**config.mk**
```make
export PLATFORM = sky130hd
export DESIGN_NAME = evt_latch_bank
export DESIGN_NICKNAME = d
export VERILOG_FILES = /design/src/rtl/evt_latch_pkg.sv /design/src/rtl/evt_latch_ctrl.sv /design/src/rtl/evt_latch_dp.sv /design/src/rtl/evt_latch_bank.sv
export SDC_FILE = /design/constraint.sdc
export NUM_CORES = 1
export LEC_CHECK = 0
export BUFFER_PORTS_ARGS = -buffer_cell sky130_fd_sc_hd__buf_2
export CORE_MARGIN = 4
export CORE_UTILIZATION = 58
export CTS_CLUSTER_DIAMETER = 120
export DETAILED_ROUTE_END_ITERATION = 8
export PLACE_DENSITY = 0.84
export SETUP_SLACK_MARGIN = 0.1
export SLEW_MARGIN = 20
export SYNTH_ARGS = -nofsm -noshare
export SYNTH_HDL_FRONTEND = slang
export SYNTH_SLANG_ARGS = --single-unit
export TNS_END_PERCENT = 100
```
**constraint.sdc**
```tcl
create_clock -name clk -period 2.6 [get_ports clk]
set_clock_uncertainty 0.1 [all_clocks]
set_input_delay 0.52 -clock clk [delete_from_list [all_inputs] [get_ports clk]]
set_output_delay 0.52 -clock clk [all_outputs]
set_load 0.02 [all_outputs]
```
**src/rtl/evt_latch_pkg.sv**
```systemverilog
package evt_latch_pkg;
  parameter int unsigned LAT_W = 16;
  parameter int unsigned LANE_W = 8;
  localparam int unsigned NUM_LANES = LAT_W / LANE_W;
  localparam int unsigned LANE_IDX_W = (NUM_LANES > 1) ? $clog2(NUM_LANES) : 1;
  localparam int unsigned ADDR_W = LANE_IDX_W + 1;

  // Strobes passed from the bus control to the datapath each cycle
  typedef struct packed {
    logic [LAT_W-1:0]      clrMask;
    logic [LAT_W-1:0]      enWrMask;
    logic [LAT_W-1:0]      enWrData;
    logic                  rdEn;
    logic                  rdEnReg;
    logic                  rdNarrow;
    logic [LANE_IDX_W-1:0] rdLane;
  } latStrobe_t;
endpackage

```
**src/rtl/evt_latch_ctrl.sv**
```systemverilog
module evt_latch_ctrl
  import evt_latch_pkg::*;
(
  input  logic              clk,
  input  logic              dpRstN,
  input  logic              busRd,
  input  logic              busWr,
  input  logic [ADDR_W-1:0] busAddr,
  input  logic [LAT_W-1:0]  busWdata,
  input  logic              wide16,
  input  logic              clrOnWrite,
  output latStrobe_t        strb
);
  logic [LAT_W-1:0]      laneMask;
  logic [LAT_W-1:0]      laneData;
  logic                  regSel;
  logic [LANE_IDX_W-1:0] laneIdx;

  assign regSel  = busAddr[ADDR_W-1];
  assign laneIdx = busAddr[LANE_IDX_W-1:0];

  // One slice per byte lane: pick the lane and steer the write byte to it
  for (genvar l = 0; l < NUM_LANES; l++) begin : g_lane
    assign laneMask[l*LANE_W +: LANE_W] =
      (wide16 || laneIdx == LANE_IDX_W'(l)) ? {LANE_W{1'b1}} : {LANE_W{1'b0}};
    assign laneData[l*LANE_W +: LANE_W] =
      wide16 ? busWdata[l*LANE_W +: LANE_W] : busWdata[LANE_W-1:0];
  end

  always_comb begin
    strb = '0;
    if (busRd && !regSel && !clrOnWrite)
      strb.clrMask = laneMask;
    if (busWr && !regSel && clrOnWrite)
      strb.clrMask = strb.clrMask | (laneData & laneMask);
    if (busWr && regSel)
      strb.enWrMask = laneMask;
    strb.enWrData = laneData;
    strb.rdEn     = busRd;
    strb.rdEnReg  = regSel;
    strb.rdNarrow = !wide16;
    strb.rdLane   = laneIdx;
  end

  AST_NARROW_ONE_LANE: assert property (@(posedge clk) disable iff (!dpRstN)
    !wide16 |-> ($countones(strb.clrMask) <= LANE_W));
  AST_COR_WRITE_INERT: assert property (@(posedge clk) disable iff (!dpRstN)
    (!clrOnWrite && !busRd) |-> (strb.clrMask == '0));
endmodule

```
**src/rtl/evt_latch_dp.sv**
```systemverilog
module evt_latch_dp
  import evt_latch_pkg::*;
#(
  parameter logic [LAT_W-1:0] USED_MASK   = 16'hBFFF,
  parameter logic [LAT_W-1:0] CHANGE_MASK = 16'h0F00
)(
  input  logic             clk,
  input  logic             dpRstN,
  input  logic [LAT_W-1:0] evtIn,
  input  latStrobe_t       strb,
  output logic [LAT_W-1:0] rdData,
  output logic             irq
);
  logic [LAT_W-1:0] evtPrev;
  logic [LAT_W-1:0] latched;
  logic [LAT_W-1:0] enableReg;
  logic [LAT_W-1:0] setVec;
  logic [LAT_W-1:0] rdSrc;
  logic [LAT_W-1:0] rdView;

  // Rising edges on every bit, falling edges only where change tracking is on
  assign setVec = ((evtIn & ~evtPrev) | (~evtIn & evtPrev & CHANGE_MASK)) & USED_MASK;

  always_comb begin
    rdSrc = strb.rdEnReg ? enableReg : latched;
    if (strb.rdNarrow)
      rdView = LAT_W'(rdSrc[int'(strb.rdLane)*LANE_W +: LANE_W]);
    else
      rdView = rdSrc;
  end

  always_ff @(posedge clk) begin
    if (!dpRstN) begin
      evtPrev   <= evtIn;
      latched   <= '0;
      enableReg <= '0;
      rdData    <= '0;
    end else begin
      evtPrev   <= evtIn;
      latched   <= ((latched & ~strb.clrMask) | setVec) & USED_MASK;
      enableReg <= ((enableReg & ~strb.enWrMask) | (strb.enWrData & strb.enWrMask)) & USED_MASK;
      if (strb.rdEn)
        rdData <= rdView;
    end
  end

  assign irq = |(latched & enableReg);

  AST_SET_WINS: assert property (@(posedge clk) disable iff (!dpRstN)
    (setVec != '0) |=> ((latched & $past(setVec)) == $past(setVec)));
  AST_CLEAR_ONLY_ASKED: assert property (@(posedge clk) disable iff (!dpRstN)
    (latched != '0) |=> ((($past(latched) & ~latched) & ~$past(strb.clrMask)) == '0));
  AST_UNUSED_ZERO: assert property (@(posedge clk) disable iff (!dpRstN)
    ((latched | enableReg) & ~USED_MASK) == '0);
  AST_RESET_CLEARS: assert property (@(posedge clk)
    !dpRstN |=> (latched == '0 && enableReg == '0));
endmodule

```
**src/rtl/evt_latch_bank.sv**
```systemverilog
module evt_latch_bank
  import evt_latch_pkg::*;
#(
  parameter logic [LAT_W-1:0] USED_MASK   = 16'hBFFF,
  parameter logic [LAT_W-1:0] CHANGE_MASK = 16'h0F00
)(
  input  logic              clk,
  input  logic              dpRstN,
  input  logic [LAT_W-1:0]  evtIn,
  input  logic              wide16,
  input  logic              clrOnWrite,
  input  logic              busRd,
  input  logic              busWr,
  input  logic [ADDR_W-1:0] busAddr,
  input  logic [LAT_W-1:0]  busWdata,
  output logic [LAT_W-1:0]  busRdata,
  output logic              irq
);
  latStrobe_t strb;

  evt_latch_ctrl u_ctrl (
    .clk(clk), .dpRstN(dpRstN), .busRd(busRd), .busWr(busWr),
    .busAddr(busAddr), .busWdata(busWdata), .wide16(wide16),
    .clrOnWrite(clrOnWrite), .strb(strb)
  );

  evt_latch_dp #(.USED_MASK(USED_MASK), .CHANGE_MASK(CHANGE_MASK)) u_dp (
    .clk(clk), .dpRstN(dpRstN), .evtIn(evtIn), .strb(strb),
    .rdData(busRdata), .irq(irq)
  );
endmodule

```
Word-level counts from Yosys, hierarchy flattened
Cells that the tools add are included.
- register bits after elaboration: 64
- bits in latches: 0
- memory bits (writable): 0
- memory bits (read-only): 0
- output and inout bits: 17
- memories kept: 0
- $add $sub $neg: 0
- multiply operators: 0
- div/mod/pow operators: 0
- $lt $le $gt $ge: 0
- equality and inequality tests: 0
- shift operators: 1
- muxes and demuxes: 8
- bitwise operators: 16
- reductions and logical operators: 10
- operators with widths (kind ; number):
    16-bit bitwise AND ; 6
    16-bit 2-to-1 mux ; 5
    16-bit inverter ; 3
    16-bit OR ; 3
    8-bit 2-to-1 mux ; 3
    16-bit by 12-bit OR with 16-bit output ; 1
    16-bit OR reduction ; 1
    16-bit by 5-bit variable part select with 8-bit output ; 1
    12-bit bitwise AND ; 1
    12-bit inverter ; 1
    1-bit logical AND ; 5
    1-bit logical NOT ; 2
    1-bit logical OR ; 2
    1-bit inverter ; 1

Logic depth before layout (Yosys ltp)
Gate-level depths: netlist (run 1).
- word-level depth: 9
- mapped depth: 6
- mapped depth without buffers: 3

Hierarchy
From an unflattened synthesis (run 1), not the netlist that was laid out.
- cell total of the unflattened synthesis: 296
- area total of the unflattened synthesis: 2808.9 µm²
- by module, submodules not included (module ; times used ; cells an instance ; area an instance (µm²)):
    evt_latch_dp ; 1 ; 224 ; 2324.7
    evt_latch_ctrl ; 1 ; 72 ; 484.2

Worst setup path after synthesis (run 1)
OpenSTA, ideal clock, no wires.
- path type: input port to flip-flop
- from: in busAddr[0]
- to: reg u_dp.rdData[4]
- data arrival time: 1.432 ns
- setup slack: 0.952 ns
- cell stages on the path: 4
- buffers on the path: 1
- cell sequence: nor2b_1 buf_6 mux4_2 a22o_1
- word-level cells in the longest chain between the ends: 2
- ends and longest elaborated chain (what ; RTL line ; source):
    start: declaration ; evt_latch_bank.sv:14 ; input logic [ADDR_W-1:0] busAddr,
    16-bit by 5-bit variable part select with 8-bit output ; evt_latch_dp.sv:27 ; rdView = LAT_W'(rdSrc[int'(strb.rdLane)*LANE_W +: LANE_W]);
    16-bit 2-to-1 mux ; evt_latch_dp.sv:26 ; if (strb.rdNarrow)
    end signal: assignment ; evt_latch_dp.sv:43 ; rdData <= rdView;
    end: declaration ; evt_latch_dp.sv:11 ; output logic [LAT_W-1:0] rdData,
Every way passes these cells.
A chain may end at the register's enable or synchronous reset.

Worst setup path in the final report (run 1)
- from: reg u_dp.latched[0]
- to: out irq
- word-level cells in the longest chain between the ends: 2
- ends and longest elaborated chain (what ; RTL line ; source):
    start: declaration ; evt_latch_dp.sv:15 ; logic [LAT_W-1:0] latched;
    start signal: assignment ; evt_latch_dp.sv:40 ; latched <= ((latched & ~strb.clrMask) | setVec) & USED_MASK;
    16-bit bitwise AND ; evt_latch_dp.sv:47 ; assign irq = |(latched & enableReg);
    16-bit OR reduction ; evt_latch_dp.sv:47 ;
    end: declaration ; evt_latch_bank.sv:17 ; output logic irq
Every way passes these cells.

==> results of run 1 <==
## worst paths after layout
| kind | from | end | slack (ns) | depth (start not counted) |
|---|---|---|---|---|
| worst max-delay path | u_dp.latched[0] | irq | 0.46 | 4 |
| worst min-delay path | evtIn[7] | u_dp.evtPrev[7] | 0.19 | 1 |
| worst max register to register | flop | u_dp.rdData[0] | 1.36 | 3 |
| worst min register to register | u_dp.rdData[6] | u_dp.rdData[6] | 0.39 | 2 |
## layout make-up
class,count,area (um^2)
clock buffers,11,151.4
fillers,362,1333
inverters,7,26.28
multi-input cells,168,1267
flip-flops and latches,60,1201
well taps,52,65.06
repair buffers,59,310.3
## per-layer routing
layer / GRT usage / up-vias
met1: 0.2837 / 1018
met5: 0 / -
met2: 0.3820 / 73
met3: 0.09079 / 12
met4: 0.08932 / 0
li1: - / 1023
## cells in the mapped netlist (8+ instances only)
cell type and number:
nand2_1 12, mux2i_1 19, o21ai_0 8, buf_2 8, a32o_1 20, dfxtp_1 60
mux2_2 8, nand3_1 24, and2_1 9, a21boi_0 9, nor2b_1 26
## cell families (layout without fill, tap and decap cells)
kind of cell / after synthesis / after routing / synth area share
simple gates: 78 / 78 / 0.1668
flops: 60 / 60 / 0.4589
compound gates: 56 / 56 / 0.1783
mux: 29 / 29 / 0.1243
buf+inv: 29 / 77 / 0.05689
xor+xnor: 4 / 4 / 0.01338
other cells: 1 / 1 / 0.001433
## metrics by stage
step	utilization	total power, mW	hold WS [ns]	std cells
2_1_floorplan	-	1.196	0.3666	257
3_3_place_gp	0.6592	1.274	0.3730	346
3_5_place_dp	0.6592	1.281	0.3861	346
4_1_cts	0.6940	1.963	0.1760	357
5_1_grt	0.6940	2.039	0.1756	357
6_report	0.6940	1.949	0.1901	357
## power by group
part,leakage [nW],switching [mW],internal (mW)
logic,0.682,0.137,0.117
registers,0.496,0.0356,0.975
clock network,0.0791,0.315,0.370
==> results.cfg, run 1 <==
[floorplan]
pin_count = 57
die_area_um2 = 5652
dieHeight_um = 75.18
die_w_um = 75.18
start_util = 0.6011
rows = 24
coreArea_um2 = 4354

[synth]
avgSynthCellArea_um2 = 10.18
ys_seq_area_frac = 0.4589
yosysWarnings = 0
postSynthCellCount = 257
syn_nets = 297
ys.flop_type = dfxtp_1
synth_top_cells_by_area = dfxtp_1 46%, a32o_1 7.6%, mux2i_1 7.3%
synth-edff-count = 0
syn_area_um2 = 2618
synth.top_cell.area_share = 0.4589
synth_cell_types = 32
yosys.area.top_type = dfxtp_1
ys_seq_elements = 60
synthArstFlopShare = 0

[cells_and_area]
syn_to_final_growth_pct = 15.44
n_antenna_cell = 0
fin_nets = 345
drive_above_1_share = 0.2754
layout_common_cells = 60 x dfxtp_1, 53 x buf_2, 26 x nor2b_1
final_common_cell = dfxtp_1
design_area_um2 = 3022

[clocking]
cts_sinks = 60
clk_pin_slew_ns = 0.06
clk_latency_ns = 0.34
cts_setup_buffers = 0
numCtsBuffers = 9
cts_tree = built
cts_resized = 0
htree_levels = 3
cts-root-buf = clkbuf_8
hold_buffers = 0
cts_buffer_depth = 2

[routing]
vias = 2126
drc = 0
antenna_left = 0
wl_met1_um = 2444
wl_per_cell_um = 16.85
drt_first_pass_iters = 4
highest_layer = met4
dr_wl_met2_um = 2944
drt_iter0_drc = 200
avgViaCountPerCell = 5.955
route.met3.wl_um = 493
wirelength_um = 6017

[timing]
drv_slew = 0
rsz0062_at_grt = no
fin_crit_ns = 2.140
setup_viol = 0
tns_ns = 0
clock.fmax_mhz = 467.4
hold_viol = 0
fin_ws_ns = 0.4603
period_share = 0.8229

[grt]
grt_max_degree = 29
grt.overflow.total = 0
grt_pass1_wl_um = 9777
antenna_found_initial = 0
gr-usage-all-layers = 0.2356
grt_pass1_vias = 2104

[placed_design]
place.gp.congestion = 0.8872
portBuffers = 53
dpl.hpwl_um = 4362
placed_area_um2 = 2870
pre_cts_ws_ns = 0.6259

[worst_setup_path]
worstPathArrival_ns = 1.52
crit_chain = a222oi_1 > and3_1 > nand4_1 > buf_2
crit_required_ns = 1.98
crit_type = flop to output pin
cp_num_buf_inv = 1
startpoint_type = flop
critPathSlowestCell = a222oi_1
cp_top_family = compound AO/OA/AOI/OAI gates
critPathMaxStageDelay_ns = 0.35
crit_path_end_kind = output pin
crit_fanout = 3

[flow_run]
maxCapViolations = 0

[power]
power_density_nw_per_um2 = 645.1
ir_worst_vdd_v = 0.0003919
leakage_nw = 1.257

[worst_hold_path]
min_path_type = primary input to flop

[status]
status = complete, no violations
Note: power is estimated with default switching activity, not from simulation.
==> inputs of run 2 (changes only) <==
--- a/config.mk
+++ b/config.mk
@@ -5,12 +5,13 @@
 export SDC_FILE = /design/constraint.sdc
 export NUM_CORES = 1
 export LEC_CHECK = 0
+export ABC_AREA = 1
 export BUFFER_PORTS_ARGS = -buffer_cell sky130_fd_sc_hd__buf_2
 export CORE_MARGIN = 4
-export CORE_UTILIZATION = 58
+export CORE_UTILIZATION = 53
 export CTS_CLUSTER_DIAMETER = 120
 export DETAILED_ROUTE_END_ITERATION = 8
-export PLACE_DENSITY = 0.84
+export PLACE_DENSITY = 0.78
 export SETUP_SLACK_MARGIN = 0.1
 export SLEW_MARGIN = 20
 export SYNTH_ARGS = -nofsm -noshare
==> constraint.sdc (replaced) <==
create_clock -name clk -period 2.05 [get_ports clk]
set_clock_uncertainty 0.1 [all_clocks]
set_input_delay 0.41 -clock clk [delete_from_list [all_inputs] [get_ports clk]]
set_output_delay 0.41 -clock clk [all_outputs]
set_load 0.02 [all_outputs]
==> run 2 against run 1 <==
Compared with the run above:
- critical path type unchanged
- utilization is 2.8 points lower
- design area is 0.75% lower
- synthesized cell count is 37% higher
- area after synthesis is 3.0% lower
- largest cell class is now flip-flops and latches
- register-to-register slack worse by 0.52 ns
- sequential cell count stayed put
- sequential share of layout area is 0.30 points higher
- sequential power is 27% higher
- highest routed layer unchanged
- critical path depth is 1 higher
- largest power group unchanged
- power is 31% higher
==> results.cfg, run 2 <==
[status]
status = complete, no violations

[worst_setup_path]
critPathMaxStageDelay_ns = 0.34
crit_chain = inv_1 > o21ai_0 > a21oi_1 > nand3b_1 > buf_2
worstPathArrival_ns = 1.31
rr_endpoint = u_dp.rdData[3]
rr_worst_depth = 6
reg2reg_slack_ns = 0.84
cp_top_family = flip-flops
critPathSlowestCell = dfxtp_1
cp_num_buf_inv = 2
crit_required_ns = 1.54
startpoint_type = flop
crit_fanout = 2
crit_type = flop to output pin
crit_path_end_kind = output pin

[synth]
ys_seq_area_frac = 0.4731
synth_most_common_cell = nand2_1
synthArstFlopShare = 0
postSynthCellCount = 352
synth.top_cell.area_share = 0.4731
yosysWarnings = 0
syn_nets = 392
synth-edff-count = 0
synth_cell_types = 26
yosys.area.top_type = dfxtp_1
synth_top_cells_by_area = dfxtp_1 47%, nand2_1 14%, a21oi_1 7.3%
yosys-top-cells-count = 93 x nand2_1, 60 x dfxtp_1, 37 x a21oi_1
syn_area_um2 = 2539
ys.flop_type = dfxtp_1
avgSynthCellArea_um2 = 7.212
ys_seq_elements = 60

[clocking]
cts_resized = 0
hold_buffers = 0
cts_setup_buffers = 0
cts_buffer_depth = 2
clk_latency_ns = 0.33
cts_sinks = 60
clk_pin_slew_ns = 0.07
cts_tree = built
numCtsBuffers = 9
cts-root-buf = clkbuf_8
htree_levels = 3

[grt]
gr-usage-all-layers = 0.2107
antenna_found_initial = 0
grt_max_degree = 19
grt_pass1_wl_um = 9908
grt.overflow.total = 0
grt_pass1_vias = 2244

[power]
leakage_nw = 1.422
ir_worst_vdd_v = 0.0005198
p_sw_uw = 665.3
comb_power_share = 0.130
power_density_nw_per_um2 = 849.0
p_seq_frac = 0.503
p_sw_frac = 0.2613
power_frac_clock = 0.367
p_int_mw = 1.881

[placed_design]
portBuffers = 53
pre_cts_ws_ns = 0.2931
place.gp.congestion = 0.8441
dpl.hpwl_um = 4411

[timing]
period_share = 0.8858
rsz0062_at_grt = no
fin_ws_ns = 0.2341
drv_slew = 0
hold_viol = 0
tns_ns = 0
hold_ws_ns = 0.08655
setup_viol = 0
fin_crit_ns = 1.816
clock.fmax_mhz = 550.7

[routing]
drc = 0
drt_iter0_drc = 179
vias = 2417
wl_per_cell_um = 13.02
drt_first_pass_iters = 5
antenna_left = 0
avgViaCountPerCell = 5.232
wirelength_um = 6014

[cells_and_area]
fin_nets = 447
final_common_cell = nand2_1
syn_to_final_growth_pct = 18.14
drive_above_1_share = 0.2024
n_antenna_cell = 0
layout_common_cells = 93 x nand2_1, 60 x dfxtp_1, 53 x buf_2

[floorplan]
pin_count = 57
dieHeight_um = 77.21
rows = 24
die_w_um = 77.21
coreArea_um2 = 4504
die_area_um2 = 5961
start_util = 0.5636

[worst_hold_path]
whs_path_depth = 1
min_delay_worst_endpoint = u_dp.evtPrev[13]
hp-start = evtIn[13]
min_path_type = primary input to flop

[flow_run]
maxCapViolations = 0
-- run 2: cells by family after synthesis --
group / after synthesis / share of synthesized area
AO/OA/AOI/OAI: 71 / 0.1410
XOR/XNOR: 4 / 0.01380
buffers and inverters: 47 / 0.08477
flip-flops: 60 / 0.4731
other: 1 / 0.001477
AND/OR/NAND/NOR: 169 / 0.2859
-- run 2: layout make-up --
cell class                 count  area [um^2]
timing repair buffer          59        310.3
sequential                    60         1201
clock buffer                  12        165.2
multi-input combinational    245         1122
tap                           52        65.06
inverter                      32        125.1
fill                         415         1505
clock inverter                 2        10.01
-- run 2: stage by stage --
stage,std cells,power (mW),utilization,cell area (um^2)
after floorplan,352,1.516,-,2539
after global placement,448,1.625,0.6269,2824
after detailed placement,448,1.632,0.6269,2824
after CTS,462,2.561,0.6658,2999
after global routing,462,2.675,0.6658,2999
final,462,2.546,0.6658,2999
-- run 2: power groups by stage --
stage / logic [mW] / registers (mW) / clock network (mW)
after floorplan: 0.202 / 1.31 / 0
after CTS: 0.330 / 1.28 / 0.952
after detailed placement: 0.327 / 1.30 / 0
after global placement: 0.324 / 1.30 / 0
final: 0.331 / 1.28 / 0.935
after global routing: 0.371 / 1.29 / 1.02
-- run 2: worst max path at each step --
stage / start / to / slack, ns / depth (start not counted)
2_1_floorplan: busRd / u_dp.latched[1] / 0.71 / 6
3_3_place_gp: wide16 / flop / 0.31 / 8
3_5_place_dp: wide16 / flop / 0.29 / 8
4_1_cts: flop / irq / 0.27 / 5
5_1_grt: u_dp.latched[10] / irq / 0.18 / 5
6_report: flop / irq / 0.23 / 5
-- run 2: per-layer routing --
metal,vias to the layer above,global-route usage,share of wire
met2,106,0.3221,0.43
met4,0,0.1121,0.027
li1,1237,-,-
met1,1053,0.2732,0.47
met5,-,0,0
met3,21,0.05152,0.075
==> inputs of run 3 (changes only) <==
--- a/config.mk
+++ b/config.mk
@@ -5,8 +5,7 @@
 export SDC_FILE = /design/constraint.sdc
 export NUM_CORES = 1
 export LEC_CHECK = 0
-export ABC_AREA = 1
-export BUFFER_PORTS_ARGS = -buffer_cell sky130_fd_sc_hd__buf_2
+export BUFFER_PORTS_ARGS = -buffer_cell sky130_fd_sc_hd__clkbuf_2
 export CORE_MARGIN = 4
 export CORE_UTILIZATION = 53
 export CTS_CLUSTER_DIAMETER = 120
==> run 3 against run 2 <==
Compared with the run above:
- the run now ends with negative setup slack left
- worst hold slack better by 0.0027 ns
- combinational power is 1% lower
- maximum frequency decreased by 14%
- sequential cell count unchanged
- global-route usage fell by 0.30 points
- wire length down 1.1%
- sequential power hardly changed
- clock-buffer cell count is the same
- non-clock buffer count up 3
- design area grew 2.9%
- cell count shrank 18%
==> results.cfg, run 3 (synthesis gave the netlist of run 1 again) <==
[status]
status = finished with violations
violations = negative setup slack

[worst_setup_path]
crit_required_ns = 1.54
crit_path_end_kind = output pin
worstPathArrival_ns = 1.60
crit_fanout = 3
crit_type = flop to output pin
endpoint = irq
reg2reg_slack_ns = 0.80
rr_endpoint = u_dp.rdData[0]
startpoint_type = flop
rr_worst_depth = 3

[clocking]
clk_latency_ns = 0.33
clk_pin_slew_ns = 0.06
cts_sinks = 60
cts_tree = built
numCtsBuffers = 9
cts-root-buf = clkbuf_8
cts_setup_buffers = 0
hold_buffers = 0
htree_levels = 3
cts_buffer_depth = 2

[placed_design]
dpl.hpwl_um = 4450
place.gp.congestion = 0.8573
portBuffers = 53
pre_cts_ws_ns = 0.1924

[worst_hold_path]
min_path_type = primary input to flop

[power]
fin_total_pwr_mw = 2.546
power_density_nw_per_um2 = 824.9
leakage_nw = 1.282
ir_worst_vdd_v = 0.0007699

[cells_and_area]
final_core_util = 0.6492
n_antenna_cell = 0
final_common_cell = dfxtp_1
layout_common_cells = 60 x dfxtp_1, 52 x clkbuf_2, 26 x nor2b_1
drive_above_1_share = 0.2894
fin_nets = 348
syn_to_final_growth_pct = 17.93

[floorplan]
pin_count = 57
start_util = 0.5505
coreArea_um2 = 4755
rows = 25
dieHeight_um = 78.28
die_w_um = 78.28
die_area_um2 = 6127

[routing]
drt_first_pass_iters = 4
antenna_left = 0
avgViaCountPerCell = 5.548
drt_iter0_drc = 180
wirelength_um = 5945
vias = 2097
drc = 0
wl_per_cell_um = 15.73

[grt]
grt_pass1_wl_um = 9673
gr-usage-all-layers = 0.2077
grt_pass1_vias = 1981
antenna_found_initial = 0
grt.overflow.total = 0
grt_max_degree = 23

[timing]
rsz0062_at_grt = yes
fin_crit_ns = 2.112
drv_slew = 0
period_share = 1.030
setup_viol = 1
hold_ws_ns = 0.08928
clock.fmax_mhz = 473.4
fin_ws_ns = -0.06230
tns_ns = -0.06230
hold_viol = 0

[flow_run]
maxCapViolations = 0
-- run 3: cell types whose count changed in the layout (fill, tap and decap cells not counted), moves of 9 or more --
cell / previous run / this run
o21ai_0: 28 / 8
nand2_1: 93 / 12
nor2_1: 33 / 0
buf_2: 53 / 1
nor2b_1: 0 / 26
clkbuf_2: 0 / 52
inv_1: 28 / 7
mux2i_1: 0 / 19
a32o_1: 0 / 20
and2_1: 0 / 9
a21oi_1: 37 / 0
a21boi_0: 0 / 9
-- run 3: area by class of cell --
type	count	area, um^2
fillers	413	1668
multi-input cells	168	1267
flip-flops and latches	60	1201
repair buffers	62	332.8
clock buffers	12	165.2
well taps	67	83.83
inverters	7	26.28
clock inverters	2	10.01
-- run 3: how the worst min path moves through the flow --
stage                    from               end  slack [ns]  cells past startpoint
2_1_floorplan        evtIn[0]   u_dp.evtPrev[0]        0.34                      0
5_1_grt             evtIn[12]  u_dp.evtPrev[12]        0.07                      1
3_5_place_dp             flop              flop        0.39                      2
6_report             evtIn[7]   u_dp.evtPrev[7]        0.09                      1
3_3_place_gp   u_dp.rdData[6]    u_dp.rdData[6]        0.38                      2
4_1_cts              evtIn[0]   u_dp.evtPrev[0]        0.08                      1
-- run 3: worst max-delay path: stages (launching register included) --
cell,delay [ns]
dfxtp_1,0.32
a222oi_1,0.42
and3_1,0.22
nand4_1,0.12
buf_2,0.19
-- run 3: timing repair --
item,4_1_cts,5_1_grt
gates resized for setup,0,1
pin swaps,1,0
endpoints found under the setup margin,1,1
-- run 3: through the flow --
step	area, um^2	instances
after floorplan	2618	257
after global placement	2912	364
after detailed placement	2912	364
after CTS	3087	378
after global routing	3087	378
final	3087	378
-- run 3: metal layers --
layer / vias to the layer above / part of all wire / global-route usage
met3: 15 / 0.066 / 0.04128
met1: 989 / 0.45 / 0.2762
li1: 1028 / - / -
met2: 65 / 0.46 / 0.3108
met5: - / 0 / 0
met4: 0 / 0.031 / 0.1259
-- run 3: power breakdown --
group	switching, mW	internal (mW)	total (mW)
clock	0.419	0.519	0.939
sequential	0.0450	1.24	1.28
combinational	0.174	0.152	0.327
